===== src/rtl/cs_pkg.sv =====
package cs_pkg;
  typedef enum logic [2:0] {
    ST_SELECT = 3'd0,
    ST_BOOT   = 3'd1,
    ST_WAIT   = 3'd2,
    ST_RUN    = 3'd3,
    ST_HALT   = 3'd4
  } cs_state_t;

  typedef enum logic [1:0] {
    SRC_NONE    = 2'd0,
    SRC_RESET   = 2'd1,
    SRC_VECTOR  = 2'd2,
    SRC_HANDLER = 2'd3
  } cs_src_t;
endpackage


===== src/rtl/cs_ctrl.sv =====
module cs_ctrl
  import cs_pkg::*;
(
  input  cs_state_t cur,
  input  logic      role,
  input  logic      finit,
  input  logic      start,
  input  logic      init,
  input  logic      nmi,
  input  logic      smi,
  input  logic      halt,
  output cs_state_t nxt,
  output cs_src_t   src,
  output logic      evt_boot_go,
  output logic      evt_vec_go,
  output logic      evt_wake_go,
  output logic      evt_init
);
  // Role-qualified events; INIT overrides all of them.
  assign evt_init    = init;
  assign evt_boot_go = !init && (cur == ST_BOOT) && role && finit;
  assign evt_vec_go  = !init && (cur == ST_WAIT) && start;
  assign evt_wake_go = !init && (cur == ST_HALT) && (nmi || smi);

  function automatic cs_state_t home_state(input logic r);
    return r ? ST_BOOT : ST_WAIT;
  endfunction

  always_comb begin
    nxt = cur;
    src = SRC_NONE;
    if (evt_init) begin
      nxt = home_state(role);
    end else begin
      unique case (cur)
        ST_SELECT: nxt = home_state(role);
        ST_BOOT: if (evt_boot_go) begin
          nxt = ST_RUN;
          src = SRC_RESET;
        end
        ST_WAIT: if (evt_vec_go) begin
          nxt = ST_RUN;
          src = SRC_VECTOR;
        end
        ST_RUN: if (halt) nxt = ST_HALT;
        ST_HALT: if (evt_wake_go) begin
          nxt = ST_RUN;
          src = SRC_HANDLER;
        end
        default: nxt = ST_SELECT;
      endcase
    end
  end
endmodule


===== src/rtl/cs_addr_sel.sv =====
module cs_addr_sel
  import cs_pkg::*;
#(
  parameter int          VEC_W      = 8,
  parameter int          ADDR_W     = 32,
  parameter int          PAGE_SHIFT = 12,
  parameter logic [31:0] RESET_VEC  = 32'hFFFF_FFF0
) (
  input  cs_src_t             src,
  input  logic [VEC_W-1:0]    vec,
  input  logic [ADDR_W-1:0]   handler,
  output logic [ADDR_W-1:0]   addr
);
  localparam int PAD_W = ADDR_W - VEC_W - PAGE_SHIFT;

  function automatic logic [ADDR_W-1:0] page_of(input logic [VEC_W-1:0] v);
    return {{PAD_W{1'b0}}, v, {PAGE_SHIFT{1'b0}}};
  endfunction

  function automatic logic [ADDR_W-1:0] reset_addr();
    return RESET_VEC[ADDR_W-1:0];
  endfunction

  always_comb begin
    unique case (src)
      SRC_RESET:   addr = reset_addr();
      SRC_VECTOR:  addr = page_of(vec);
      SRC_HANDLER: addr = handler;
      default:     addr = '0;
    endcase
  end
endmodule


===== src/rtl/core_start_seq.sv =====
module core_start_seq
  import cs_pkg::*;
#(
  parameter int          VEC_W      = 8,
  parameter int          ADDR_W     = 32,
  parameter int          PAGE_SHIFT = 12,
  parameter logic [31:0] RESET_VEC  = 32'hFFFF_FFF0
) (
  input  logic              clk,
  input  logic              rst_n,
  input  logic              boot_role,
  input  logic              msg_finit,
  input  logic              msg_start,
  input  logic [VEC_W-1:0]  start_vec,
  input  logic              msg_init,
  input  logic              msg_nmi,
  input  logic              msg_smi,
  input  logic              halt_req,
  input  logic [ADDR_W-1:0] handler_base,
  output logic              fetch_go,
  output logic [ADDR_W-1:0] fetch_addr,
  output logic [2:0]        state_o
);
  cs_state_t         state_q, state_d;
  cs_src_t           src;
  logic              role_q, role_eff;
  logic              go_q;
  logic [ADDR_W-1:0] addr_q, addr_d;
  logic              evt_boot_go, evt_vec_go, evt_wake_go, evt_init;

  // Role is taken from the pin only while selecting, then frozen.
  assign role_eff = (state_q == ST_SELECT) ? boot_role : role_q;

  cs_ctrl u_ctrl (
    .cur         (state_q),
    .role        (role_eff),
    .finit       (msg_finit),
    .start       (msg_start),
    .init        (msg_init),
    .nmi         (msg_nmi),
    .smi         (msg_smi),
    .halt        (halt_req),
    .nxt         (state_d),
    .src         (src),
    .evt_boot_go (evt_boot_go),
    .evt_vec_go  (evt_vec_go),
    .evt_wake_go (evt_wake_go),
    .evt_init    (evt_init)
  );

  cs_addr_sel #(
    .VEC_W      (VEC_W),
    .ADDR_W     (ADDR_W),
    .PAGE_SHIFT (PAGE_SHIFT),
    .RESET_VEC  (RESET_VEC)
  ) u_addr (
    .src     (src),
    .vec     (start_vec),
    .handler (handler_base),
    .addr    (addr_d)
  );

  always_ff @(posedge clk) begin
    if (!rst_n) begin
      state_q <= ST_SELECT;
      role_q  <= 1'b0;
      go_q    <= 1'b0;
      addr_q  <= '0;
    end else begin
      state_q <= state_d;
      if (state_q == ST_SELECT) role_q <= boot_role;
      go_q <= (src != SRC_NONE);
      if (src != SRC_NONE) addr_q <= addr_d;
    end
  end

  assign fetch_go   = go_q;
  assign fetch_addr = addr_q;
  assign state_o    = state_q;
endmodule


===== config.mk =====
export PLATFORM = sky130hd
export DESIGN_NAME = core_start_seq
export DESIGN_NICKNAME = d
export VERILOG_FILES = /design/src/rtl/cs_pkg.sv /design/src/rtl/cs_ctrl.sv /design/src/rtl/cs_addr_sel.sv /design/src/rtl/core_start_seq.sv
export SDC_FILE = /design/constraint.sdc
export NUM_CORES = 1
export LEC_CHECK = 0
export BUFFER_PORTS_ARGS = -buffer_cell sky130_fd_sc_hd__buf_4
export CAP_MARGIN = 10
export CELL_PAD_IN_SITES_DETAIL_PLACEMENT = 1
export CELL_PAD_IN_SITES_GLOBAL_PLACEMENT = 2
export CORE_MARGIN = 5
export CORE_UTILIZATION = 25
export DETAILED_ROUTE_END_ITERATION = 10
export GPL_ROUTABILITY_DRIVEN = 0
export PLACE_DENSITY_LB_ADDON = 0.08
export SYNTH_ARGS = -nofsm -noshare
export SYNTH_HDL_FRONTEND = slang
export SYNTH_HIERARCHICAL = 1
export SYNTH_SLANG_ARGS = --single-unit

===== constraint.sdc =====
create_clock -name clk -period 3.35 [get_ports clk]
set_input_delay 0.335 -clock clk [delete_from_list [all_inputs] [get_ports clk]]
set_output_delay 0.335 -clock clk [all_outputs]
set_load 0.02 [all_outputs]

=== Word level (Yosys, flattened, before mapping) ===
Cells that the tools add are included.

* Bits in registers: 37
* Output and inout port bits: 36
* Logic and storage cells: 41

* Multiplexer cells: 14
* Equality and inequality tests: 11
* Reduce and logical (&&, ||, !) cells: 12

{| class="wikitable"
|+ Operators by type and width
! kind !! count
|-
| one-hot mux 32 bit (3 select lines) || 1
|-
| 2-to-1 mux 3 bit || 5
|-
| one-hot mux 3 bit (5 select lines) || 1
|-
| != test 3 bit, second input constant || 4
|-
| 2-to-1 mux 2 bit || 4
|-
| logical AND 1 bit || 7
|-
| equality test 3 x 2 -> 1 bit, second input constant || 2
|-
| one-hot mux 2 bit (3 select lines) || 1
|-
| equality test 2 bit, second input constant || 2
|-
| AND reduction 4 bit || 1
|-
| equality test 3 x 1 -> 1 bit, second input constant || 1
|-
| equality test 3 bit, second input constant || 1
|-
| zero test 3 bit || 1
|-
| equality test 2 x 1 -> 1 bit, second input constant || 1
|-
| 2-to-1 mux 1 bit || 2
|-
| nonzero test 2 bit || 1
|-
| zero test 1 bit || 1
|-
| logical OR 1 bit || 1
|}

=== Longest topological paths before layout ===
Gate-level depths: netlist of run 1.

* Word-level depth: 9
* Gate-level depth with buffers: 10
* Depth with buffers taken out: 8

=== Modules after synthesis ===
Netlist of run 1, hierarchy kept.

{| class="wikitable"
|+ Modules (own cells, without submodules)
! module !! area each (µm²) !! instances !! cells an instance
|-
| core_start_seq || 1597.8 || 1 || 160
|-
| cs_addr_sel || 412.9 || 1 || 76
|-
| cs_ctrl || 219.0 || 1 || 32
|}

=== Worst setup path after synthesis of run 1 ===
No wires, ideal clock.

* Path kind: reg2reg
* From: reg state_q[2] (netlist: state_o[2])
* To: reg addr_q[3] (netlist: fetch_addr[3])
* Period minus slack after synthesis: 2.181 ns
* Arrival: 2.111 ns
* Library setup time: 0.070 ns
* Path slack: 1.169 ns
* Cell stages (with the launch flop): 9
* Cell sequence: dfxtp_1 -> nor3_1 -> mux2_2 -> a31oi_1 -> nor3_1 -> buf_6 -> buf_4 -> or3b_1 -> a21boi_1

* Cells in the longest elaborated chain, start to end: 9
* Elaborated cells between the ends (all ways): 22
* Those cells by class: eq/ne (6); mux (7); reduce/logical (9)

{| class="wikitable"
|+ RTL lines
! item !! line !! RTL
|-
| from (decl) || core_start_seq.sv:24 || <nowiki>cs_state_t state_q, state_d;</nowiki>
|-
| from (signal assigned) || core_start_seq.sv:70 || <nowiki>state_q <= state_d;</nowiki>
|-
| zero test 3 bit (*) || core_start_seq.sv:32 || <nowiki>assign role_eff = (state_q == ST_SELECT) ? boot_role : role_q;</nowiki>
|-
| 2-to-1 mux 1 bit (*) || n/a ||
|-
| net role_eff || core_start_seq.sv:26 || <nowiki>logic role_q, role_eff;</nowiki>
|-
| logical AND 1 bit (*) (2 in a row) || cs_ctrl.sv:21 || <nowiki>assign evt_boot_go = !init && (cur == ST_BOOT) && role && finit;</nowiki>
|-
| 2-to-1 mux 1 bit (*) || cs_ctrl.sv:37 || <nowiki>ST_BOOT: if (evt_boot_go) begin</nowiki>
|-
| one-hot mux 2 bit (3 select lines) (*) || cs_ctrl.sv:35 || <nowiki>unique case (cur)</nowiki>
|-
| 2-to-1 mux 2 bit (*) || cs_ctrl.sv:32 || <nowiki>if (evt_init) begin</nowiki>
|-
| net src[0] || core_start_seq.sv:25 || <nowiki>cs_src_t src;</nowiki>
|-
| equality test 2 bit / equality test 2 x 1 -> 1 bit (equally long branches) || cs_addr_sel.sv:25 || <nowiki>unique case (src)</nowiki>
|-
| one-hot mux 32 bit (3 select lines) || cs_addr_sel.sv:25 ||
|-
| to (signal assigned) || core_start_seq.sv:73 || <nowiki>if (src != SRC_NONE) addr_q <= addr_d;</nowiki>
|-
| to (decl) || core_start_seq.sv:28 || <nowiki>logic [ADDR_W-1:0] addr_q, addr_d;</nowiki>
|}

Mark *: on every way through the listed nets, which the timed path passes. The rest lies on a longest branch.
A chain may end at the register's enable or synchronous reset.

=== Worst setup path in the final report of run 1 ===
* From: reg state_q[1] (netlist: state_o[1])
* To: reg addr_q[17] (netlist: fetch_addr[17])

* Elaborated cells between the ends (all ways): 22
* Those cells by class: eq/ne (6); mux (7); reduce/logical (9)

{| class="wikitable"
|+ RTL lines
! item !! line !! RTL
|-
| equality test 3 x 2 -> 1 bit (*) || cs_ctrl.sv:22 || <nowiki>assign evt_vec_go = !init && (cur == ST_WAIT) && start;</nowiki>
|-
| logical AND 1 bit (*) (2 in a row) || cs_ctrl.sv:22 ||
|-
| net evt_vec_go || core_start_seq.sv:29 || <nowiki>logic evt_boot_go, evt_vec_go, evt_wake_go, evt_init;</nowiki>
|-
| 2-to-1 mux 2 bit (*) || cs_ctrl.sv:41 || <nowiki>ST_WAIT: if (evt_vec_go) begin</nowiki>
|-
| one-hot mux 2 bit (3 select lines) (*) || cs_ctrl.sv:35 ||
|-
| 2-to-1 mux 2 bit (*) || cs_ctrl.sv:32 ||
|-
| net src[1] || core_start_seq.sv:25 ||
|-
| equality test 2 bit / equality test 2 x 1 -> 1 bit (equally long branches) || cs_addr_sel.sv:25 ||
|-
| one-hot mux 32 bit (3 select lines) (*) || cs_addr_sel.sv:25 ||
|-
| net addr_d[17] || core_start_seq.sv:28 ||
|}

Marked as above.

==> results of run 1 <==
## layout make-up
class                           instances  area (um2)  share of cell area, %
Multi-Input combinational cell        172        1194                  40.51
Sequential cell                        37       740.7                  25.14
Timing Repair Buffer                   86       670.6                  22.76
Tap cell                              108       135.1                  4.586
Inverter                               28       105.1                  3.567
Clock buffer                            7       96.34                  3.270
Clock inverter                          1       5.005                 0.1699
## registers in the layout, indices dropped and copies added, names as in the netlist
name        count
fetch_go        1
fetch_addr     32
role_q          1
state_o         3
## how the worst min path moves through the flow
stage | to
after floorplan | role_q
after CTS | role_q
final | role_q
after global placement | role_q
after global routing | role_q
after detailed placement | role_q
## placed cells by master, fill, tap and decap left out, drive strengths merged, types with 3 or more instances in the layout
cell type,n
inv,28
clkbuf,7
a31oi,11
nand2,3
o21ai,34
nor2,6
nor3,3
a21oi,9
and3,4
dfxtp,37
or3b,32
buf,86
and2,3
a21boi,52
## power breakdown
group	switching, mW	internal (mW)
sequential	0.0140	0.448
combinational	0.0845	0.0897
clock	0.162	0.186
## worst max-delay path, delay by kind of cell (launching register included)
family	cells	cell delay (ns)
simple gates	4	0.94
flops	1	0.58
compound gates	4	0.51
buf+inv	1	0.32
## metrics by stage
step / util [%] / instance area (um2) / instances / hold WS [ns] / setup WS (ns)
after floorplan: - / 2210 / 265 / 0.4322 / 1.178
after global placement: 32.79 / 2845 / 431 / 0.4483 / 0.9850
after detailed placement: 32.79 / 2845 / 431 / 0.4547 / 0.9045
after CTS: 33.95 / 2947 / 439 / 0.3069 / 0.8717
after global routing: 33.95 / 2947 / 439 / 0.3404 / 0.6652
final: 33.95 / 2947 / 439 / 0.3165 / 0.9009
## per-layer routing
| metal | GRT usage, % | vias up |
|---|---|---|
| met3 | 3.662 | 4 |
| met2 | 16.07 | 58 |
| met4 | 3.238 | 0 |
| met5 | 0 | - |
| li1 | - | 1052 |
| met1 | 15.92 | 953 |
==> flow_metrics.env, run 1 <==
export IMPL_outcome="completed"
export IMPL_worstSetupPathType="flop to flop"
export IMPL_clock_skew_ns=0.005436
export IMPL_crit_fanout=65
export IMPL_post_cts_resized=0
export IMPL_top_layer="met4"
export IMPL_worst_pin_slew_ns=0.6563
export IMPL_ir_worst_vdd_v=0.0001521
export IMPL_clk_latency_ns=0.29
export IMPL_dr_pass1_iters=4
export IMPL_cp_endpoint="fetch_addr[17]"
export IMPL_cp_slowest_stage_delay_ns=0.58
export IMPL_final_min_clock_period_ns=2.449
export IMPL_grt_ovfl_total=0
export IMPL_slew_violations=0
export IMPL_rsz0062_at_grt="false"
export IMPL_period_share_pct=73.11
export IMPL_drt_met1_wl_mm=3.123
export IMPL_cts_sinks=37
export IMPL_p_per_area_nw_per_um2=334.0
export IMPL_critPathLaunchType="flop"
export IMPL_vias=2067
export IMPL_whs_path_depth=3
export IMPL_slew_headroom_pct=56.24
export IMPL_root_buffer="clkbuf_8"
export IMPL_grt_pass1_vias=2009
export IMPL_coreArea_um2=8678
export IMPL_cp_data_arrival_time_ns=2.67
export IMPL_syn_nets=314
export IMPL_antenna_found_initial=0
export IMPL_hpwl_mm=4.054
export IMPL_regToRegSetupSlack_ns=0.90
export IMPL_drv_cap=0
export IMPL_drt_iter0_markers=46
export IMPL_crit_chain="and2b_4 -> nand2_1 -> nor3_1 -> or2_2 -> buf_12 -> a21oi_1 -> a31oi_1 -> o21ai_0 -> a21boi_1"
export IMPL_drc=0
export IMPL_io_buffers=84
export IMPL_cts_made_buffers=5
export IMPL_synthCells=265
export IMPL_cts_htree_levels=2
export IMPL_met2_length_mm=2.628
export IMPL_nFillCells=1067
export IMPL_wirelength_mm=6.180
export IMPL_ioPinCount=85
export IMPL_max_freq_mhz=408.3
export IMPL_diodes=0
export IMPL_drive_above_1_share_pct=30.82
export IMPL_grt_pass1_wl_mm=10.32
export IMPL_r2r_end="fetch_addr[17]"
export IMPL_setup_worst_path_end_class="flop"
export IMPL_clkTransAtPathRegs_ns=0.07
export IMPL_via_per_inst=4.708
export IMPL_ctsHoldBuffers=0
export IMPL_total_leakage_power_nw=1.258
export IMPL_clock_path_buffers=2
export IMPL_row_count=34
export IMPL_hold_path_class="primary input to flop"
export IMPL_worstPathRequired_ns=3.57
export IMPL_die_h_um=104.0
export IMPL_grt_start_max_net_pins=106
export IMPL_syn2layout_area_growth_pct=33.35
export IMPL_start_util_pct=25.46
export IMPL_startpoint="state_o[1]"
export IMPL_met3_wirelength_um=364
export IMPL_reg2reg_depth=9
export IMPL_dieArea_um2=10820
export IMPL_detail_route_antenna_nets=0
export IMPL_post_cts_buffers=0
export IMPL_syn_area_per_cell_um2=8.338
export IMPL_timing_rr_start="state_o[1]"
export IMPL_cts_tree="yes"
export IMPL_finalPower_mw=0.9841
export IMPL_wl_per_cell_um=14.08
export IMPL_grtUsageTotal_pct=11.22
export IMPL_tns_ns=0
export IMPL_worstHoldStart="boot_role"
export IMPL_finalSetupViolCount=0
export IMPL_crit_slowest_cell="dfxtp_1"
export IMPL_hold_violations=0
export IMPL_fp_dieW_um=104.0
export IMPL_synth_cell_area_um2=2210
export IMPL_yosys_warnings=6
export IMPL_fin_nets=379
(Power assumes the default switching activity.)
==> inputs of run 2 (changes only) <==
==> constraint.sdc (replaced) <==
create_clock -name clk -period 2.3 [get_ports clk]
set_input_delay 0.23 -clock clk [delete_from_list [all_inputs] [get_ports clk]]
set_output_delay 0.23 -clock clk [all_outputs]
set_load 0.02 [all_outputs]
==> flow_metrics.env, run 2 (synthesis gave the netlist of run 1 again) <==
export IMPL_outcome="completed"
export IMPL_clock_path_buffers=2
export IMPL_slew_violations=0
export IMPL_crit_chain="nor3_1 -> mux2_2 -> a31oi_1 -> nor3_2 -> buf_8 -> a21oi_1 -> a31oi_1 -> o21ai_0 -> a21boi_1"
export IMPL_cts_sinks=37
export IMPL_wl_per_cell_um=13.78
export IMPL_clk_latency_ns=0.28
export IMPL_vias=2040
export IMPL_p_per_area_nw_per_um2=475.3
export IMPL_worstHoldStart="boot_role"
export IMPL_grt_pass1_vias=2102
export IMPL_syn2layout_area_growth_pct=33.98
export IMPL_cp_slowest_stage_delay_ns=0.38
export IMPL_crit_top_cell="a31oi_1"
export IMPL_dieArea_um2=10820
export IMPL_coreArea_um2=8678
export IMPL_finalSetupViolCount=0
export IMPL_timing_rr_start="state_o[0]"
export IMPL_rsz0062_at_grt="true"
export IMPL_cp_data_arrival_time_ns=2.32
export IMPL_hold_violations=0
export IMPL_period_share_pct=91.21
export IMPL_post_route_util_pct=34.11
export IMPL_fin_hold_ws_ns=0.2053
export IMPL_diodes=0
export IMPL_whs_path_depth=3
export IMPL_grt_ovfl_total=0
export IMPL_regToRegSetupSlack_ns=0.20
export IMPL_die_h_um=104.0
export IMPL_cts_made_buffers=5
export IMPL_ctsHoldBuffers=0
export IMPL_dr_pass1_iters=4
export IMPL_detail_route_antenna_nets=0
export IMPL_grt_pass1_wl_mm=10.34
export IMPL_slew_headroom_pct=75.77
export IMPL_final_cell_mix="buf_4 (87), a21boi_1 (37), dfxtp_1 (37)"
export IMPL_final_min_clock_period_ns=2.098
export IMPL_reg2reg_depth=9
export IMPL_hold_path_class="primary input to flop"
export IMPL_io_buffers=84
export IMPL_row_count=34
export IMPL_worstSetupPathType="flop to flop"
export IMPL_critPathLaunchType="flop"
export IMPL_ir_worst_vdd_v=0.0001921
export IMPL_post_cts_buffers=0
export IMPL_r2r_end="fetch_addr[14]"
export IMPL_crit_slowest_cell="dfxtp_1"
export IMPL_drive_above_1_share_pct=31.14
export IMPL_crit_fanout=57
export IMPL_total_leakage_power_nw=1.269
export IMPL_min_to="role_q"
export IMPL_clkTransAtPathRegs_ns=0.07
export IMPL_nFillCells=1070
export IMPL_largest_reg_flops=32
export IMPL_drv_cap=0
export IMPL_worstPathRequired_ns=2.52
export IMPL_grtUsageTotal_pct=11.19
export IMPL_setup_worst_path_end_class="flop"
export IMPL_drc=0
export IMPL_instances_no_fill=442
export IMPL_hpwl_mm=4.034
export IMPL_worst_pin_slew_ns=0.3635
export IMPL_wirelength_mm=6.089
export IMPL_layout_commonest_cell="buf_4"
export IMPL_drt_iter0_markers=52
export IMPL_fp_dieW_um=104.0
export IMPL_cts_htree_levels=2
export IMPL_ioPinCount=85
export IMPL_max_freq_mhz=476.7
export IMPL_place_inst=435
export IMPL_start_util_pct=25.46
export IMPL_clock_skew_ns=0.001437
export IMPL_antenna_found_initial=0
export IMPL_via_per_inst=4.615
export IMPL_finalPower_mw=1.407
export IMPL_grt_start_max_net_pins=106
export IMPL_cts_tree="yes"
export IMPL_fin_nets=383
export IMPL_root_buffer="clkbuf_8"
[run 2: cell count changes in the layout (fill, tap and decap cells not counted)]
cell      previous run  this run
buf_12               2         1
clkinv_2             1         0
buf_4               84        87
clkbuf_1             0         1
clkbuf_8             7         6
buf_8                0         1
buf_6                0         1
[run 2: worst max-delay path, delay by kind of cell, from the launching register on]
family	cells	cell delay, ns
simple gates	2	0.47
flops	1	0.38
compound gates	5	0.61
mux	1	0.24
buf+inv	1	0.31
[run 2: cell type report]
type / count / area [um2] / area share (%)
Multi-Input combinational cell: 172 / 1194 / 40.32
Sequential cell: 37 / 740.7 / 25.02
Timing Repair Buffer: 90 / 699.4 / 23.63
Tap cell: 108 / 135.1 / 4.565
Inverter: 28 / 105.1 / 3.550
Clock buffer: 7 / 86.33 / 2.916
[run 2: layer usage]
layer  track usage, %  routed length (um)  vias up
met1            15.24                3096      910
met4            3.330                  57        0
met2            16.94                2575       54
li1                 -                   -     1070
met3            3.414                 359        6
met5                0                   0        -
[run 2: report_power, final]
group	internal (mW)	switching [mW]
registers	0.652	0.0109
clock network	0.238	0.231
logic	0.140	0.134
[run 2: worst max path at each step]
stage | from | endpoint | slack, ns | cells after the start
after floorplan | state_o[2] | fetch_addr[3] | 0.13 | 8
after global placement | state_o[0] | fetch_addr[13] | 0.24 | 7
after detailed placement | state_o[0] | fetch_addr[14] | 0.13 | 9
after CTS | state_o[0] | fetch_addr[14] | 0.11 | 9
after global routing | state_o[0] | fetch_addr[20] | -0.01 | 8
final | state_o[0] | fetch_addr[14] | 0.20 | 9
[run 2: through the flow]
step | setup TNS (ns) | instance area (um2) | worst slack [ns]
floorplan | 0 | 2210 | 0.1283
global placement | 0 | 2863 | 0.2363
detailed placement | 0 | 2863 | 0.1344
CTS | 0 | 2949 | 0.1147
global route | -0.01376 | 2960 | -0.01376
finish | 0 | 2960 | 0.2021
[run 2: what timing repair did]
item | CTS | global route
endpoints found under the setup margin | 0 | 10
gates resized for setup | 0 | 4
endpoints found under the hold margin | 0 | 0
==> inputs of run 3 (changes only) <==
--- a/config.mk
+++ b/config.mk
@@ -5,6 +5,7 @@
 export SDC_FILE = /design/constraint.sdc
 export NUM_CORES = 1
 export LEC_CHECK = 0
+export ABC_AREA = 1
 export BUFFER_PORTS_ARGS = -buffer_cell sky130_fd_sc_hd__buf_4
 export CAP_MARGIN = 10
 export CELL_PAD_IN_SITES_DETAIL_PLACEMENT = 1
==> flow_metrics.env, run 3 <==
export IMPL_outcome="completed"
export IMPL_period_share_pct=85.92
export IMPL_cp_data_arrival_time_ns=2.19
export IMPL_coreArea_um2=8217
export IMPL_worstPathRequired_ns=2.51
export IMPL_syn_nets=350
export IMPL_io_buffers=84
export IMPL_use_met2_pct=20.32
export IMPL_grt_pass1_vias=2090
export IMPL_drc=0
export IMPL_clk_latency_ns=0.28
export IMPL_instances_no_fill=489
export IMPL_finalSetupViolCount=0
export IMPL_grt_busiest_layer="met2"
export IMPL_post_cts_resized=0
export IMPL_cts_htree_levels=2
export IMPL_diodes=0
export IMPL_max_freq_mhz=506.0
export IMPL_min_to="state_o[2]"
export IMPL_reg2reg_depth=12
export IMPL_via_per_inst=4.162
export IMPL_hold_violations=0
export IMPL_start_util_pct=25.57
export IMPL_ir_worst_vdd_v=0.0001866
export IMPL_ioPinCount=85
export IMPL_drt_iter0_markers=29
export IMPL_worst_pin_slew_ns=0.4424
export IMPL_grt_start_max_net_pins=37
export IMPL_dr_pass1_iters=4
export IMPL_grt_pass1_wl_mm=9.666
export IMPL_clkTransAtPathRegs_ns=0.07
export IMPL_p_per_area_nw_per_um2=648.0
export IMPL_layout_setup_ws_ns=0.3239
export IMPL_fp_dieW_um=101.7
export IMPL_place_inst=482
export IMPL_use_met3_pct=3.168
export IMPL_setup_worst_path_end_class="flop"
export IMPL_crit_fanout=22
export IMPL_dieArea_um2=10340
export IMPL_timing_rr_start="state_o[0]"
export IMPL_final_min_clock_period_ns=1.976
export IMPL_grt_ovfl_total=0
export IMPL_slew_violations=0
export IMPL_worstHoldStart="msg_init"
export IMPL_vias=2035
export IMPL_cts_tree="yes"
export IMPL_largest_reg_flops=32
export IMPL_post_cts_buffers=0
export IMPL_r2r_end="fetch_addr[28]"
export IMPL_final_cell_mix="buf_4 (90), nor2_1 (72), nand2_1 (46)"
export IMPL_die_h_um=101.7
export IMPL_yosys_warnings=6
export IMPL_rsz0062_at_grt="false"
export IMPL_critPathLaunchType="flop"
export IMPL_clock_path_buffers=2
export IMPL_clock_skew_ns=0.007198
export IMPL_slew_headroom_pct=70.51
export IMPL_whs_path_depth=4
export IMPL_syn2layout_area_growth_pct=35.85
export IMPL_cts_made_buffers=5
export IMPL_cts_sinks=37
export IMPL_worstSetupPathType="flop to flop"
export IMPL_nFillCells=1044
export IMPL_detail_route_antenna_nets=0
export IMPL_wirelength_mm=5.957
export IMPL_regToRegSetupSlack_ns=0.32
export IMPL_pre_cts_ws_ns=0.3204
export IMPL_ctsHoldBuffers=0
export IMPL_total_leakage_power_nw=1.445
export IMPL_hold_path_class="primary input to flop"
export IMPL_syn_area_per_cell_um2=6.979
export IMPL_use_met1_pct=14.05
export IMPL_wl_per_cell_um=12.18
export IMPL_synth_cell_area_um2=2101
export IMPL_hpwl_mm=4.404
export IMPL_row_count=33
export IMPL_layout_commonest_cell="buf_4"
export IMPL_fin_nets=433
export IMPL_grtUsageTotal_pct=11.76
export IMPL_root_buffer="clkbuf_8"
export IMPL_synthCells=301
export IMPL_drv_cap=0
export IMPL_tns_ns=0
export IMPL_antenna_found_initial=0
export IMPL_drive_above_1_share_pct=35.94
==> run 3: metrics by stage <==
stage	instance area [um2]	util, %	total power, mW	hold WS (ns)
after global routing	2854	34.73	1.985	0.2453
after global placement	2768	33.68	1.425	0.4684
after floorplan	2101	-	1.185	0.3657
after CTS	2854	34.73	1.893	0.2199
final	2854	34.73	1.850	0.2333
after detailed placement	2768	33.68	1.427	0.4840
==> run 3: layer usage <==
metal / vias up / share of wire, %
li1: 1080 / -
met1: 898 / 44
met2: 51 / 48
met3: 6 / 6.4
met4: 0 / 1.4
met5: - / 0
==> run 3: layout make-up <==
cell class | count | area, um2 | share of cell area (%)
timing repair buffer | 92 | 715.7 | 25.08
inverter | 49 | 191.4 | 6.708
clock buffer | 7 | 86.33 | 3.025
tap | 105 | 131.4 | 4.603
sequential | 37 | 740.7 | 25.95
multi-input combinational | 199 | 988.4 | 34.63
==> run 3: worst max-delay path by stage <==
stage                     from              to  slack, ns  cells after the start
finish              state_o[0]  fetch_addr[28]       0.32                     12
detailed placement  state_o[1]  fetch_addr[28]       0.32                     12
CTS                 state_o[0]  fetch_addr[28]       0.28                     12
floorplan           state_o[0]  fetch_addr[20]       0.36                     12
global route        state_o[0]   fetch_addr[0]       0.07                     11
global placement    state_o[0]  fetch_addr[17]       0.36                     12
==> run 3: power by group <==
group	internal, mW	total [mW]	switching [mW]	leakage (nW)
clock network	0.238	0.453	0.215	0.0443
registers	0.714	0.756	0.0415	0.301
logic	0.274	0.641	0.367	1.10
==> run 3: critical path: stages, from the launching register on <==
cell,delay (ns)
dfxtp_1,0.32
nor2_1,0.12
nand2_1,0.06
nand2_1,0.05
nand2_1,0.06
inv_1,0.09
nand3_1,0.13
o22ai_2,0.43
nor2_4,0.06
inv_2,0.21
buf_12,0.21
nor2_1,0.05
nor2_1,0.10
